<file path="config.mk">
export PLATFORM = sky130hd
export DESIGN_NAME = sdclk_gen
export DESIGN_NICKNAME = d
export VERILOG_FILES = /design/src/rtl/sdclk_pkg.sv /design/src/rtl/sdclk_ctl_reg.sv /design/src/rtl/sdclk_div_decode.sv /design/src/rtl/sdclk_fsm.sv /design/src/rtl/sdclk_gen.sv
export SDC_FILE = /design/constraint.sdc
export NUM_CORES = 1
export LEC_CHECK = 0
export ABC_AREA = 1
export BUFFER_PORTS_ARGS = -buffer_cell sky130_fd_sc_hd__buf_2
export CORE_MARGIN = 2
export CORE_UTILIZATION = 41
export DETAILED_ROUTE_END_ITERATION = 10
export GPL_TIMING_DRIVEN = 1
export MAX_ROUTING_LAYER = met4
export PLACE_DENSITY = 0.74
export SKIP_CTS_REPAIR_TIMING = 1
export SYNTH_ARGS = -nofsm -noshare
export SYNTH_HDL_FRONTEND = slang
export SYNTH_SLANG_ARGS = --single-unit
</file>
<file path="constraint.sdc">
create_clock -name clk -period 2.8 [get_ports clk]
set_input_delay 0.28 -clock clk [delete_from_list [all_inputs] [get_ports clk]]
set_output_delay 0.28 -clock clk [all_outputs]
set_load 0.05 [all_outputs]
</file>
<file path="src/rtl/sdclk_pkg.sv">
package sdclk_pkg;

    localparam int CTL_W       = 32;
    localparam int DIV_LO_N    = 8;
    localparam int EN_BIT      = 8;
    localparam int AUTO_BIT    = 9;
    localparam int BYPASS_BIT  = 10;
    localparam int DIV1024_BIT = 16;

    typedef enum logic [2:0] {
        ST_OFF,
        ST_LOW,
        ST_HIGH,
        ST_PARK,
        ST_PASS
    } clk_state_e;

    typedef struct packed {
        logic                div1024;
        logic                bypass;
        logic                auto_stop;
        logic                en;
        logic [DIV_LO_N-1:0] div_lo;
    } ctl_t;

endpackage

</file>
<file path="src/rtl/sdclk_ctl_reg.sv">
module sdclk_ctl_reg
    import sdclk_pkg::*;
(
    input  logic             clk,
    input  logic             rst_n,
    input  logic             wr,
    input  logic [CTL_W-1:0] wdata,
    output ctl_t             ctl
);

    ctl_t ctl_q;

    always_ff @(posedge clk or negedge rst_n) begin
        if (!rst_n) begin
            ctl_q <= '0;
        end else if (wr) begin
            ctl_q.div_lo    <= wdata[DIV_LO_N-1:0];
            ctl_q.en        <= wdata[EN_BIT];
            ctl_q.auto_stop <= wdata[AUTO_BIT];
            ctl_q.bypass    <= wdata[BYPASS_BIT];
            ctl_q.div1024   <= wdata[DIV1024_BIT];
        end
    end

    assign ctl = ctl_q;

    // the register is empty in the first cycle after reset
    assert_reset_clear_R1: assert property (@(posedge clk) disable iff (!rst_n)
        ($past(!rst_n)) |-> (ctl_q == '0));

endmodule

</file>
<file path="src/rtl/sdclk_div_decode.sv">
module sdclk_div_decode
    import sdclk_pkg::*;
#(
    parameter bit HAS_DIV1024 = 1'b1,
    parameter int MAX_LOG     = 10,
    parameter int CNT_W       = MAX_LOG,
    localparam int LOG_W      = $clog2(MAX_LOG + 1)
) (
    input  ctl_t             ctl,
    output logic [LOG_W-1:0] div_log,
    output logic [CNT_W-1:0] half,
    output logic             bypass_sel
);

    logic [LOG_W-1:0] lo_log;
    logic             top_sel;

    // lowest priority: /1 or default /2; higher set bits overwrite
    always_comb begin
        lo_log = ctl.bypass ? LOG_W'(0) : LOG_W'(1);
        for (int k = 0; k < DIV_LO_N; k++) begin
            if (ctl.div_lo[k]) begin
                lo_log = LOG_W'(k + 2);
            end
        end
    end

    generate
        if (HAS_DIV1024) begin : g_cap1024
            assign top_sel = ctl.div1024;
        end else begin : g_nocap
            assign top_sel = 1'b0;
        end
    endgenerate

    always_comb begin
        div_log = top_sel ? LOG_W'(MAX_LOG) : lo_log;
        if (div_log == '0) begin
            half = CNT_W'(1);
        end else begin
            half = CNT_W'(1) << (div_log - LOG_W'(1));
        end
        bypass_sel = (div_log == '0);
    end

endmodule

</file>
<file path="src/rtl/sdclk_fsm.sv">
module sdclk_fsm
    import sdclk_pkg::*;
#(
    parameter int CNT_W = 10
) (
    input  logic             clk,
    input  logic             rst_n,
    input  logic             en,
    input  logic             auto_stop,
    input  logic             bus_busy,
    input  logic             bypass_sel,
    input  logic [CNT_W-1:0] half,
    output logic             card_clk_stb,
    output logic             card_clk
);

    clk_state_e       state_q, state_d;
    logic [CNT_W-1:0] cnt_q, cnt_d;
    logic             gate_q;
    logic             phase_end;
    logic             idle_stop;

    assign phase_end = ({1'b0, cnt_q} + (CNT_W+1)'(1)) >= {1'b0, half};
    assign idle_stop = auto_stop & ~bus_busy;

    always_ff @(posedge clk or negedge rst_n) begin
        if (!rst_n) begin
            state_q <= ST_OFF;
            cnt_q   <= '0;
        end else begin
            state_q <= state_d;
            cnt_q   <= cnt_d;
        end
    end

    always_comb begin
        state_d = state_q;
        cnt_d   = '0;
        unique case (state_q)
            ST_OFF: begin
                if (en) state_d = ST_LOW;
            end
            ST_LOW: begin
                if (!en) begin
                    state_d = ST_OFF;
                end else if (!phase_end) begin
                    cnt_d = cnt_q + CNT_W'(1);
                end else if (idle_stop) begin
                    state_d = ST_PARK;
                end else if (bypass_sel) begin
                    state_d = ST_PASS;
                end else begin
                    state_d = ST_HIGH;
                end
            end
            ST_HIGH: begin
                if (!phase_end) begin
                    cnt_d = cnt_q + CNT_W'(1);
                end else if (!en) begin
                    state_d = ST_OFF;
                end else begin
                    state_d = ST_LOW;
                end
            end
            ST_PARK: begin
                if (!en) begin
                    state_d = ST_OFF;
                end else if (!idle_stop) begin
                    state_d = bypass_sel ? ST_PASS : ST_HIGH;
                end
            end
            ST_PASS: begin
                if (!en) begin
                    state_d = ST_OFF;
                end else if (idle_stop) begin
                    state_d = ST_PARK;
                end else if (!bypass_sel) begin
                    state_d = ST_LOW;
                end
            end
            default: state_d = ST_OFF;
        endcase
    end

    // pass-through gate changes only while the host clock is low
    always_ff @(negedge clk or negedge rst_n) begin
        if (!rst_n) begin
            gate_q <= 1'b0;
        end else begin
            gate_q <= (state_q == ST_PASS);
        end
    end

    always_comb begin
        card_clk     = (state_q == ST_HIGH) | (clk & gate_q);
        card_clk_stb = ((state_q == ST_HIGH) && (cnt_q == '0)) ||
                       ((state_q == ST_PASS) && gate_q);
    end

    // a high phase is left only after half cycles
    assert_full_high_R7: assert property (@(posedge clk) disable iff (!rst_n)
        ($past(state_q) == ST_HIGH && state_q != ST_HIGH) |->
        (({1'b0, $past(cnt_q)} + (CNT_W+1)'(1)) >= {1'b0, $past(half)}));

    // restart into high only after a full low phase
    assert_full_low_R8: assert property (@(posedge clk) disable iff (!rst_n)
        ($past(state_q) == ST_LOW && state_q == ST_HIGH) |->
        (({1'b0, $past(cnt_q)} + (CNT_W+1)'(1)) >= {1'b0, $past(half)}));

    // disabled outside a high phase means off next cycle
    assert_off_when_disabled_R8: assert property (@(posedge clk) disable iff (!rst_n)
        ($past(!en) && $past(state_q) != ST_HIGH) |-> (state_q == ST_OFF));

    // counter is cleared while off
    assert_cnt_clear_R8: assert property (@(posedge clk) disable iff (!rst_n)
        (state_q == ST_OFF) |-> (cnt_q == '0));

    // parked clock stays parked while idle with auto-stop
    assert_park_hold_R9: assert property (@(posedge clk) disable iff (!rst_n)
        ($past(state_q) == ST_PARK && $past(en) && $past(idle_stop)) |->
        (state_q == ST_PARK));

endmodule

</file>
<file path="src/rtl/sdclk_gen.sv">
module sdclk_gen
    import sdclk_pkg::*;
#(
    parameter bit HAS_DIV1024 = 1'b1,
    localparam int MAX_LOG    = HAS_DIV1024 ? 10 : 9,
    localparam int CNT_W      = MAX_LOG,
    localparam int LOG_W      = $clog2(MAX_LOG + 1)
) (
    input  logic             clk,
    input  logic             rst_n,
    input  logic             cfg_wr,
    input  logic [CTL_W-1:0] cfg_wdata,
    input  logic             bus_busy,
    output logic             card_clk_stb,
    output logic             card_clk
);

    ctl_t             ctl;
    logic [LOG_W-1:0] div_log;
    logic [CNT_W-1:0] half;
    logic             bypass_sel;

    sdclk_ctl_reg u_reg (
        .clk   (clk),
        .rst_n (rst_n),
        .wr    (cfg_wr),
        .wdata (cfg_wdata),
        .ctl   (ctl)
    );

    sdclk_div_decode #(
        .HAS_DIV1024 (HAS_DIV1024),
        .MAX_LOG     (MAX_LOG),
        .CNT_W       (CNT_W)
    ) u_dec (
        .ctl        (ctl),
        .div_log    (div_log),
        .half       (half),
        .bypass_sel (bypass_sel)
    );

    sdclk_fsm #(
        .CNT_W (CNT_W)
    ) u_fsm (
        .clk          (clk),
        .rst_n        (rst_n),
        .en           (ctl.en),
        .auto_stop    (ctl.auto_stop),
        .bus_busy     (bus_busy),
        .bypass_sel   (bypass_sel),
        .half         (half),
        .card_clk_stb (card_clk_stb),
        .card_clk     (card_clk)
    );

    // in pass-through the strobe follows the gated host clock
    assert_pass_stb_R5: assert property (@(posedge clk) disable iff (!rst_n)
        ($past(bypass_sel) && bypass_sel && $past(card_clk_stb)) |-> card_clk_stb ||
        $past(!ctl.en) || $past(ctl.auto_stop) || $past(div_log) != div_log);

endmodule

</file>
Word-level counts from Yosys, hierarchy flattened
Cells that the tools add are included.
W data, S select, Z words.
- reductions and logical operators: 7
- muxes and demuxes: 27
- $lt $le $gt $ge: 1
- bitwise logic cells: 4
- equality and inequality tests: 9
- add/sub/neg operators: 3
- shift operators: 1
- operators with widths (cell ; count):
    $mux W4 ; 9
    $mux W3 ; 11
    $mux W10 ; 3
    $pmux W10 S2 ; 1
    $pmux W3 S5 ; 1
    $add A10 B1 Y11 const B ; 1
    $ge A11 B10 Y1 ; 1
    $add A10 B1 Y10 const B ; 1
    $logic_not A10 Y1 ; 1
    $shl A1 B4 Y10 const A ; 1
    $eq A3 B2 Y1 const B ; 2
    $reduce_and A5 Y1 ; 1
    $logic_not A4 Y1 ; 1
    $ne A4 B4 Y1 const B ; 1
    $sub A4 B1 Y4 const B ; 1
    $eq A3 B1 Y1 const B ; 1
    $eq A3 B3 Y1 const B ; 1
    $logic_not A3 Y1 ; 1
    $ne A3 B2 Y1 const B ; 1
    $ne A3 B3 Y1 const B ; 1
    $and A1 B1 Y1 ; 2
    $logic_and A1 B1 Y1 ; 2
    $mux W1 ; 2
    $ne A2 B1 Y1 const B ; 1
    other kinds (4) ; 4
- output and inout bits: 2
- bits in registers: 26

Logic depth before layout (Yosys ltp)
Gate-level depths: netlist (run 1).
- depth in word-level cells: 17
- gate-level depth with buffers: 28
- gate-level depth less buffers: 28

Cells and area by module
From an unflattened synthesis (run 1), not the netlist that was laid out.
- cell total of the unflattened synthesis: 257
- area, all modules: 1858.0 um^2
- by module, submodules not included (module ; area an instance (um^2) ; cells an instance ; times used ; seq. area each (um^2)):
    sdclk_fsm ; 1173.6 ; 162 ; 1 ; 350.3
    sdclk_ctl_reg ; 457.9 ; 51 ; 1 ; 300.3
    sdclk_div_decode ; 226.5 ; 44 ; 1 ; 0.0

==> results of run 1 <==
layout by cell type, fill, tap and decap left out, drive strengths merged:
master        n
nand2        60
inv          45
nor2         29
dfrtp        25
buf          25
o21ai        15
ha           12
nand3        12
a21oi        11
nand4         8
clkbuf        7
xor2          6
nor3          4
nor3b         1
o21bai        1
a211oi        1
nor4          1
o41ai         1
a22oi         1
a2111oi       1
mux2          1
dlygate4sd3   1
dfrtn         1
metrics by stage:
stage               worst slack, ns  std cells   TNS, ns  power, mW  cell area [sq um]
global placement            0.08015        307         0     0.8684               1936
global route                -0.1360        319   -0.5869      1.395               2202
detailed placement          0.03261        307         0     0.8795               1936
CTS                         -0.1806        314   -0.2756      1.223               2022
floorplan                    0.1665        239         0     0.7715               1770
finish                     -0.08698        319  -0.08698      1.302               2202
worst reg2reg max path: cells and delay by family, from the launching register on:
family | cells | cell delay (ns)
adder cells (fa/ha/maj) | 1 | 0.27
flip-flops | 1 | 0.38
AND/OR/NAND/NOR | 17 | 1.21
XOR/XNOR | 1 | 0.26
buffers and inverters | 2 | 0.15
AO/OA/AOI/OAI | 3 | 0.30
flip-flops by register name, indices dropped and copies added, names as in the netlist:
register / flops
u_reg.ctl: 12
u_fsm.cnt_q: 10
u_fsm.state_q: 3
u_fsm.gate_q: 1
layout make-up:
class / count / share of cell area, %
multi-input combinational: 165 / 48.24
sequential: 26 / 29.55
inverter: 45 / 7.670
timing repair buffer: 25 / 7.102
clock buffer: 8 / 4.602
tap: 50 / 2.841
layer usage:
metal	vias up	wire, um	track usage, %
met1	720	1668	18.82
met4	0	71	6.197
li1	818	-	-
met3	9	142	4.797
met5	-	0	-
met2	39	1892	27.78
logic make-up after synthesis:
family	count (synthesis)
DFF	26
muxes	1
and+or+nand+nor	115
adders and majority gates	12
xor gates and xnor gates	6
buffers and inverters	48
AOI/OAI and AO/OA	31
where the power goes:
group	switching [mW]	internal, mW
clock	0.159	0.203
sequential	0.0404	0.413
combinational	0.295	0.191
how the worst max path moves through the flow:
stage,endpoint,slack (ns),depth (start not counted)
after floorplan,card_clk_stb,0.17,3
after global placement,u_fsm.state_q[0],0.08,24
after detailed placement,u_fsm.state_q[0],0.03,24
after CTS,card_clk_stb,-0.18,3
after global routing,u_fsm.state_q[0],-0.14,22
final,card_clk_stb,-0.09,3
==> flow_summary_export.csv, run 1 <==
group,metric,value,unit
synthesis,ys_types,32,
finish,multiInputGateArea,0.001062,sq mm
synthesis,synth_compound_area_share,10.46,%
place,place_congestion,0.8015,
floorplan,io_pins,38,
worst_hold_path,min_path_cells,3,
detailed_routing,first_pass_iters,4,
worst_hold_path,min_path_type,"input port to flip-flop",
worst_hold_path,hold_end,"u_reg.ctl[1]",
pwr,p_leak,1.136,nW
synthesis,synth_flop_cell,"dfrtp_1",
outcome,status,"finished, violations left",
worst_setup_path,reg2reg_from,"u_reg.ctl[1]",
floorplan,row_count,23,
clock_network,insertion_delay,0.40,ns
pwr,p_per_area,591.2,mW/mm^2
pwr,vdd_ir_drop_max,0.2885,mV
worst_setup_path,cp-startpoint,"u_fsm.gate_q",
global_route,grt_usage,16.57,%
floorplan,start_util,43.33,%
place,hpwl,2.701,mm
worst_hold_path,hold_path_startpoint,"cfg_wdata[1]",
timing,drv_slew,0,
synthesis,synth-seq-cells,26,
worst_setup_path,critPathTopFamily,"flip-flops",
finish,fill_cells,382,
detailed_routing,drc,0,
synthesis,synth.most_common_cell,"nand2_1",
worst_setup_path,r2r_setup_slack,0.09,ns
worst_setup_path,crit_fanout,2,
synthesis,synth_top_family_by_area,"simple AND/OR/NAND/NOR gates",
detailed_routing,wirelength,3.774,mm
synthesis,synth_edf_count,0,
floorplan,core,0.004086,sq mm
synthesis,syn_nets,287,
run,max_cap_viol_count,0,
synthesis,async_flop_share,100.0,%
finish,seq_area,650.6,sq um
global_route,grt-ovfl-total,0,
timing,fin_skew,0.02235,ns
synthesis,synth_cells,239,
synthesis,synth_top_area_cell,"dfrtp_1",
worst_setup_path,rr_worst_depth,24,
timing,timing.final.ws_setup,-0.08698,ns
synthesis,yosys-top-cells-count,"58 x nand2_1, 45 x inv_1, 25 x dfrtp_1, 25 x nor2_1, 14 x o21ai_0",
detailed_routing,drtIter0Drc,32,
worst_setup_path,crit_chain,"nand2_1 > o41ai_2 > buf_4",
timing,hold_violations,0,
worst_setup_path,critPathMaxStageDelay,0.42,ns
synthesis,synthAdderAreaFrac,8.481,%
finish,nets,318,
timing,setup-violations-final,1,
timing,whs,0.09445,ns
clock_network,cts.clk_slew.worst_paths,0.09,ns
clock_network,cts_tree,"yes",
floorplan,fp.dieW,69.71,um
timing,rsz0062_at_grt,"true",
finish,syn_to_final_growth,24.38,%
synthesis,synth-xor-area-share,2.968,%
worst_setup_path,critPathSlowestCell,"dfrtn_1",
synthesis,synth_top_area_share,35.34,%
floorplan,fp.dieArea,0.004859,sq mm
global_route,grt_pass1_vias,1495,
finish,post-route-util,53.89,%
worst_setup_path,critical_path_class,"flip-flop to output pin",
synthesis,ys_warn_count,0,
outcome,violations,"negative setup slack",
timing,tightestPinTransition,0.3690,ns
synthesis,synth_simple_gate_area_share,30.46,%
worst_setup_path,cp-start-kind,"flip-flop",
synthesis,syn_area,0.001770,sq mm
synthesis,synthMuxAreaShare,0.6360,%
global_route,grt_max_degree,26,
detailed_routing,antenna_left,0,
finish,drive_above_1_share,27.14,%
detailed_routing,drt-wirelength-per-cell,11.83,um
worst_setup_path,cp_data_arrival_time,2.61,ns
detailed_routing,dr_total_vias,1586,
synthesis,ys_seq_area_share,36.75,%
worst_setup_path,worstSetupEndpointType,"output pin",
worst_setup_path,r2r-end,"u_fsm.state_q[0]",
finish,antennaDiodeCount,0,
global_route,antenna_found_initial,0,
global_route,grt_pass1_wl,6.265,mm
detailed_routing,via_per_inst,4.972,
synthesis,syn_avg_cell_area,7.408,sq um
floorplan,dieHeight,69.71,um
worst_setup_path,crit_buf_inv,1,
worst_setup_path,worst_ep_required_time,2.52,ns
timing,maxSlewHeadroom,74.77,%
synthesis,synth_top_cells_by_area,"dfrtp_1 35%, nand2_1 12%, inv_1 9.5%, ha_1 8.5%, nor2_1 5.3%",
place,port_buffers,17,
No activity file was read; power rests on OpenSTA's default activity.
==> inputs of run 2 (changes only) <==
- clock period: 2.8 -> 3.38 ns (I/O delays scaled with it)
==> flow_summary_export.csv, run 2 (synthesis results as in run 1) <==
group,metric,value,unit
floorplan,fp.dieW,69.71,um
worst_setup_path,crit_fanout,2,
worst_setup_path,r2r_setup_slack,0.52,ns
detailed_routing,dr_total_vias,1528,
worst_setup_path,critPathMaxStageDelay,0.42,ns
finish,fill_cells,417,
worst_setup_path,critical_path_class,"flip-flop to output pin",
timing,maxSlewHeadroom,76.29,%
place,hpwl,2.710,mm
pwr,p_leak,1.089,nW
worst_setup_path,critPathSlowestCell,"dfrtn_1",
place,detailed_place.area,0.001921,sq mm
place,place_congestion,0.8450,
global_route,grt_max_degree,26,
detailed_routing,first_pass_iters,6,
floorplan,dieHeight,69.71,um
worst_setup_path,reg2reg_from,"u_reg.ctl[7]",
finish,fin_cells,313,
finish,largest_reg_flops,12,
global_route,antenna_found_initial,0,
global_route,grt_pass1_wl,6.306,mm
worst_setup_path,rr_worst_depth,20,
timing,drv_slew,0,
finish,multiInputGateArea,938.4,sq um
detailed_routing,drt-wirelength-per-cell,11.06,um
finish,final_common_cell,"nand2_1",
worst_setup_path,cp_data_arrival_time,2.96,ns
floorplan,row_count,23,
worst_hold_path,hold_end,"u_reg.ctl[1]",
clock_network,cts_tree,"yes",
clock_network,insertion_delay,0.40,ns
outcome,status,"finished clean",
global_route,grt_pass1_vias,1505,
run,max_cap_viol_count,0,
worst_setup_path,cp-start-kind,"flip-flop",
detailed_routing,drtIter0Drc,51,
finish,post-route-util,49.60,%
global_route,grt_usage,16.68,%
pwr,vdd_ir_drop_max,0.1965,mV
detailed_routing,drc,0,
detailed_routing,via_per_inst,4.882,
worst_hold_path,hold_path_startpoint,"cfg_wdata[1]",
worst_setup_path,r2r-end,"u_fsm.state_q[0]",
worst_hold_path,min_path_cells,3,
finish,antennaDiodeCount,0,
timing,setup-violations-final,0,
timing,tns,0,ns
timing,hold_violations,0,
floorplan,fp.dieArea,0.004859,sq mm
worst_setup_path,worstSetupEndpointType,"output pin",
finish,nets,312,
floorplan,start_util,43.33,%
clock_network,cts.clk_slew.worst_paths,0.09,ns
floorplan,core,0.004086,sq mm
detailed_routing,wirelength,3.461,mm
worst_setup_path,crit_chain,"nand2_1 > o41ai_1 > buf_2",
floorplan,io_pins,38,
finish,drive_above_1_share,15.21,%
finish,finalInstanceArea,0.002027,sq mm
worst_setup_path,worst_ep_required_time,3.04,ns
place,dp.cells,305,
timing,tightestPinTransition,0.3466,ns
pwr,p_per_area,499.1,mW/mm^2
timing,fin_skew,0.02322,ns
place,port_buffers,17,
timing,rsz0062_at_grt,"false",
detailed_routing,antenna_left,0,
global_route,grt-ovfl-total,0,
finish,seq_area,650.6,sq um
finish,layout_common_cells,"58 x nand2_1, 45 x inv_1, 25 x nor2_1, 25 x dfrtp_1, 17 x buf_2",
pwr,fin_total_pwr,1.012,mW
worst_hold_path,min_path_type,"input port to flip-flop",
finish,syn_to_final_growth,14.49,%
## run 2: cell count changes in the layout (fill, tap and decap cells not counted), sizes merged
cell and delta:
buf -6
## run 2: power breakdown
| group | switching (mW) | leakage, nW | total (mW) | internal [mW] |
|---|---|---|---|---|
| Combinational | 0.208 | 0.688 | 0.329 | 0.122 |
| Clock | 0.125 | 0.0630 | 0.306 | 0.182 |
| Sequential | 0.0341 | 0.338 | 0.376 | 0.342 |
## run 2: layer usage
layer | GRT usage, % | vias to the layer above | wire (um)
met5 | - | - | 0
met4 | 6.624 | 0 | 42
met3 | 4.797 | 5 | 164
met2 | 27.03 | 34 | 1701
met1 | 19.60 | 683 | 1553
li1 | - | 806 | -
## run 2: per-stage QoR
step	hold slack [ns]	setup WS (ns)
finish	0.1593	0.07865
detailed placement	0.3951	0.4985
floorplan	0.04241	0.5589
global route	0.1610	0.01775
CTS	-0.01230	0.06999
global placement	0.3933	0.5031
## run 2: final cells by class
| type | instances | area share (%) |
|---|---|---|
| timing repair buffer | 19 | 5.185 |
| multi-input combinational | 165 | 46.30 |
| tap | 50 | 3.086 |
| sequential | 26 | 32.10 |
| inverter | 45 | 8.333 |
| clock buffer | 8 | 5.000 |
## run 2: worst max-delay path by stage
stage                       from           end  slack, ns  depth (start not counted)
floorplan           u_fsm.gate_q  card_clk_stb       0.56                          2
global placement    u_fsm.gate_q  card_clk_stb       0.50                          3
detailed placement  u_fsm.gate_q  card_clk_stb       0.50                          3
CTS                 u_fsm.gate_q  card_clk_stb       0.07                          3
global route        u_fsm.gate_q  card_clk_stb       0.02                          3
finish              u_fsm.gate_q  card_clk_stb       0.08                          3
## run 2: critical path: cells and delay by family (launching register included)
kind                   cells  cell delay [ns]
DFF                        1             0.42
buffers and inverters      1             0.33
and+or+nand+nor            1             0.06
AOI/OAI and AO/OA          1             0.07
==> inputs of run 3 (changes only) <==
- CORE_UTILIZATION: 41 -> 45
- PLACE_DENSITY: 0.74 -> 0.79
==> flow_summary_export.csv, run 3 (synthesis results as in run 1) <==
group,metric,value,unit
timing,hold_violations,0,
outcome,status,"finished clean",
global_route,grt-ovfl-total,0,
pwr,combPwrFrac,30.8,%
finish,layout_common_cells,"58 x nand2_1, 45 x inv_1, 25 x nor2_1, 25 x dfrtp_1, 17 x buf_2",
place,hpwl,2.638,mm
global_route,grt_pass1_vias,1452,
floorplan,fp.dieW,66.73,um
clock_network,cts.clk_slew.worst_paths,0.09,ns
timing,setup-violations-final,0,
floorplan,dieHeight,66.73,um
detailed_routing,drt-wirelength-per-cell,10.69,um
pwr,pwr-share-seq,35.2,%
worst_setup_path,worstSetupEndpointType,"output pin",
global_route,antenna_found_initial,0,
finish,drive_above_1_share,15.21,%
finish,syn_to_final_growth,15.27,%
detailed_routing,dr_total_vias,1511,
place,place_congestion,0.8666,
pwr,p_sw_share,34.34,%
detailed_routing,drtIter0Drc,59,
floorplan,fp.dieArea,0.004452,sq mm
pwr,p_leak,1.096,nW
pwr,internal_power,700.0,uW
global_route,grt_max_degree,26,
timing,tns,0,ns
detailed_routing,antenna_left,0,
worst_setup_path,cp_data_arrival_time,2.97,ns
timing,timing.final.ws_setup,0.07403,ns
pwr,p_sw,366.2,uW
worst_hold_path,min_path_type,"input port to flip-flop",
detailed_routing,first_pass_iters,4,
floorplan,start_util,47.64,%
floorplan,io_pins,38,
finish,post-route-util,54.92,%
timing,tightestPinTransition,0.3833,ns
pwr,fin_total_pwr,1.066,mW
pwr,p_per_area,522.4,mW/mm^2
worst_setup_path,crit_fanout,2,
worst_setup_path,critical_path_class,"flip-flop to output pin",
detailed_routing,wirelength,3.325,mm
place,port_buffers,17,
floorplan,row_count,22,
pwr,pwr-share-clk,34.1,%
timing,maxSlewHeadroom,73.79,%
place,dp.cells,303,
pwr,vdd_ir_drop_max,0.2354,mV
finish,largest_reg_flops,12,
floorplan,core,0.003716,sq mm
clock_network,cts_tree,"yes",
clock_network,insertion_delay,0.40,ns
detailed_routing,drc,0,
place,dp_slack,0.4973,ns
timing,rsz0062_at_grt,"false",
global_route,grt_usage,18.61,%
worst_setup_path,cp-start-kind,"flip-flop",
finish,final_common_cell,"nand2_1",
finish,antennaDiodeCount,0,
finish,nets,312,
timing,drv_slew,0,
timing,fin_skew,0.02210,ns
detailed_routing,via_per_inst,4.859,
worst_setup_path,worst_ep_required_time,3.04,ns
run,max_cap_viol_count,0,
finish,fill_cells,364,
global_route,grt_pass1_wl,5.989,mm
finish,fin_cells,311,
[run 3: changes by cell type in the layout (fill, tap and decap cells not counted), sizes merged]
cell    delta
bufinv     +1
clkbuf     -1
[run 3: final timing paths]
kind                            depth (start not counted)          endpoint     startpoint  slack (ns)
min in group asynchronous                               3     u_reg.ctl[10]          rst_n        0.51
max in group asynchronous                               2      u_fsm.gate_q          rst_n        1.42
worst max register to register                         20  u_fsm.state_q[0]   u_reg.ctl[7]        0.58
worst min register to register                          1     u_reg.ctl[10]  u_reg.ctl[10]        0.53
worst min-delay path                                    3      u_reg.ctl[2]   cfg_wdata[2]        0.15
worst max-delay path                                    3      card_clk_stb   u_fsm.gate_q        0.07
[run 3: power by group through the flow]
stage          combinational, mW  clock (mW)  sequential [mW]
5_1_grt                    0.380       0.392            0.380
4_1_cts                    0.331       0.374            0.375
3_3_place_gp               0.320      0.0137            0.379
6_report                   0.328       0.363            0.375
2_1_floorplan              0.255      0.0114            0.372
3_5_place_dp               0.330      0.0137            0.380
[run 3: area by class of cell]
cell class              instances  area [sq um]  area share, %
clock buffers                   7         87.58          4.292
clock inverters                 1         30.03          1.471
inverters                      45         168.9          8.277
multi-input cells             165         938.4          45.98
flip-flops and latches         26         650.6          31.88
well taps                      48         60.06          2.943
repair buffers                 19         105.1          5.150
[run 3: worst max-delay path, cell delays in order, from the launching register on]
cell	delay, ns
dfrtn_1	0.41
nand2_1	0.06
o41ai_1	0.08
buf_2	0.32
[run 3: metrics by stage]
stage / instance area, sq um / hold slack, ns
finish: 2041 / 0.1525
global route: 2041 / 0.1525
CTS: 2031 / -0.02622
detailed placement: 1918 / 0.3915
global placement: 1918 / 0.3924
floorplan: 1770 / 0.04241
[run 3: metal layers]
layer | vias to the layer above | routed length [um] | part of all wire (%) | track usage [%]
met3 | 5 | 127 | 3.8 | 5.405
li1 | 807 | - | - | -
met4 | 0 | 63 | 1.9 | 8.929
met2 | 32 | 1515 | 46 | 28.75
met5 | - | 0 | 0 | -
met1 | 667 | 1618 | 49 | 22.34
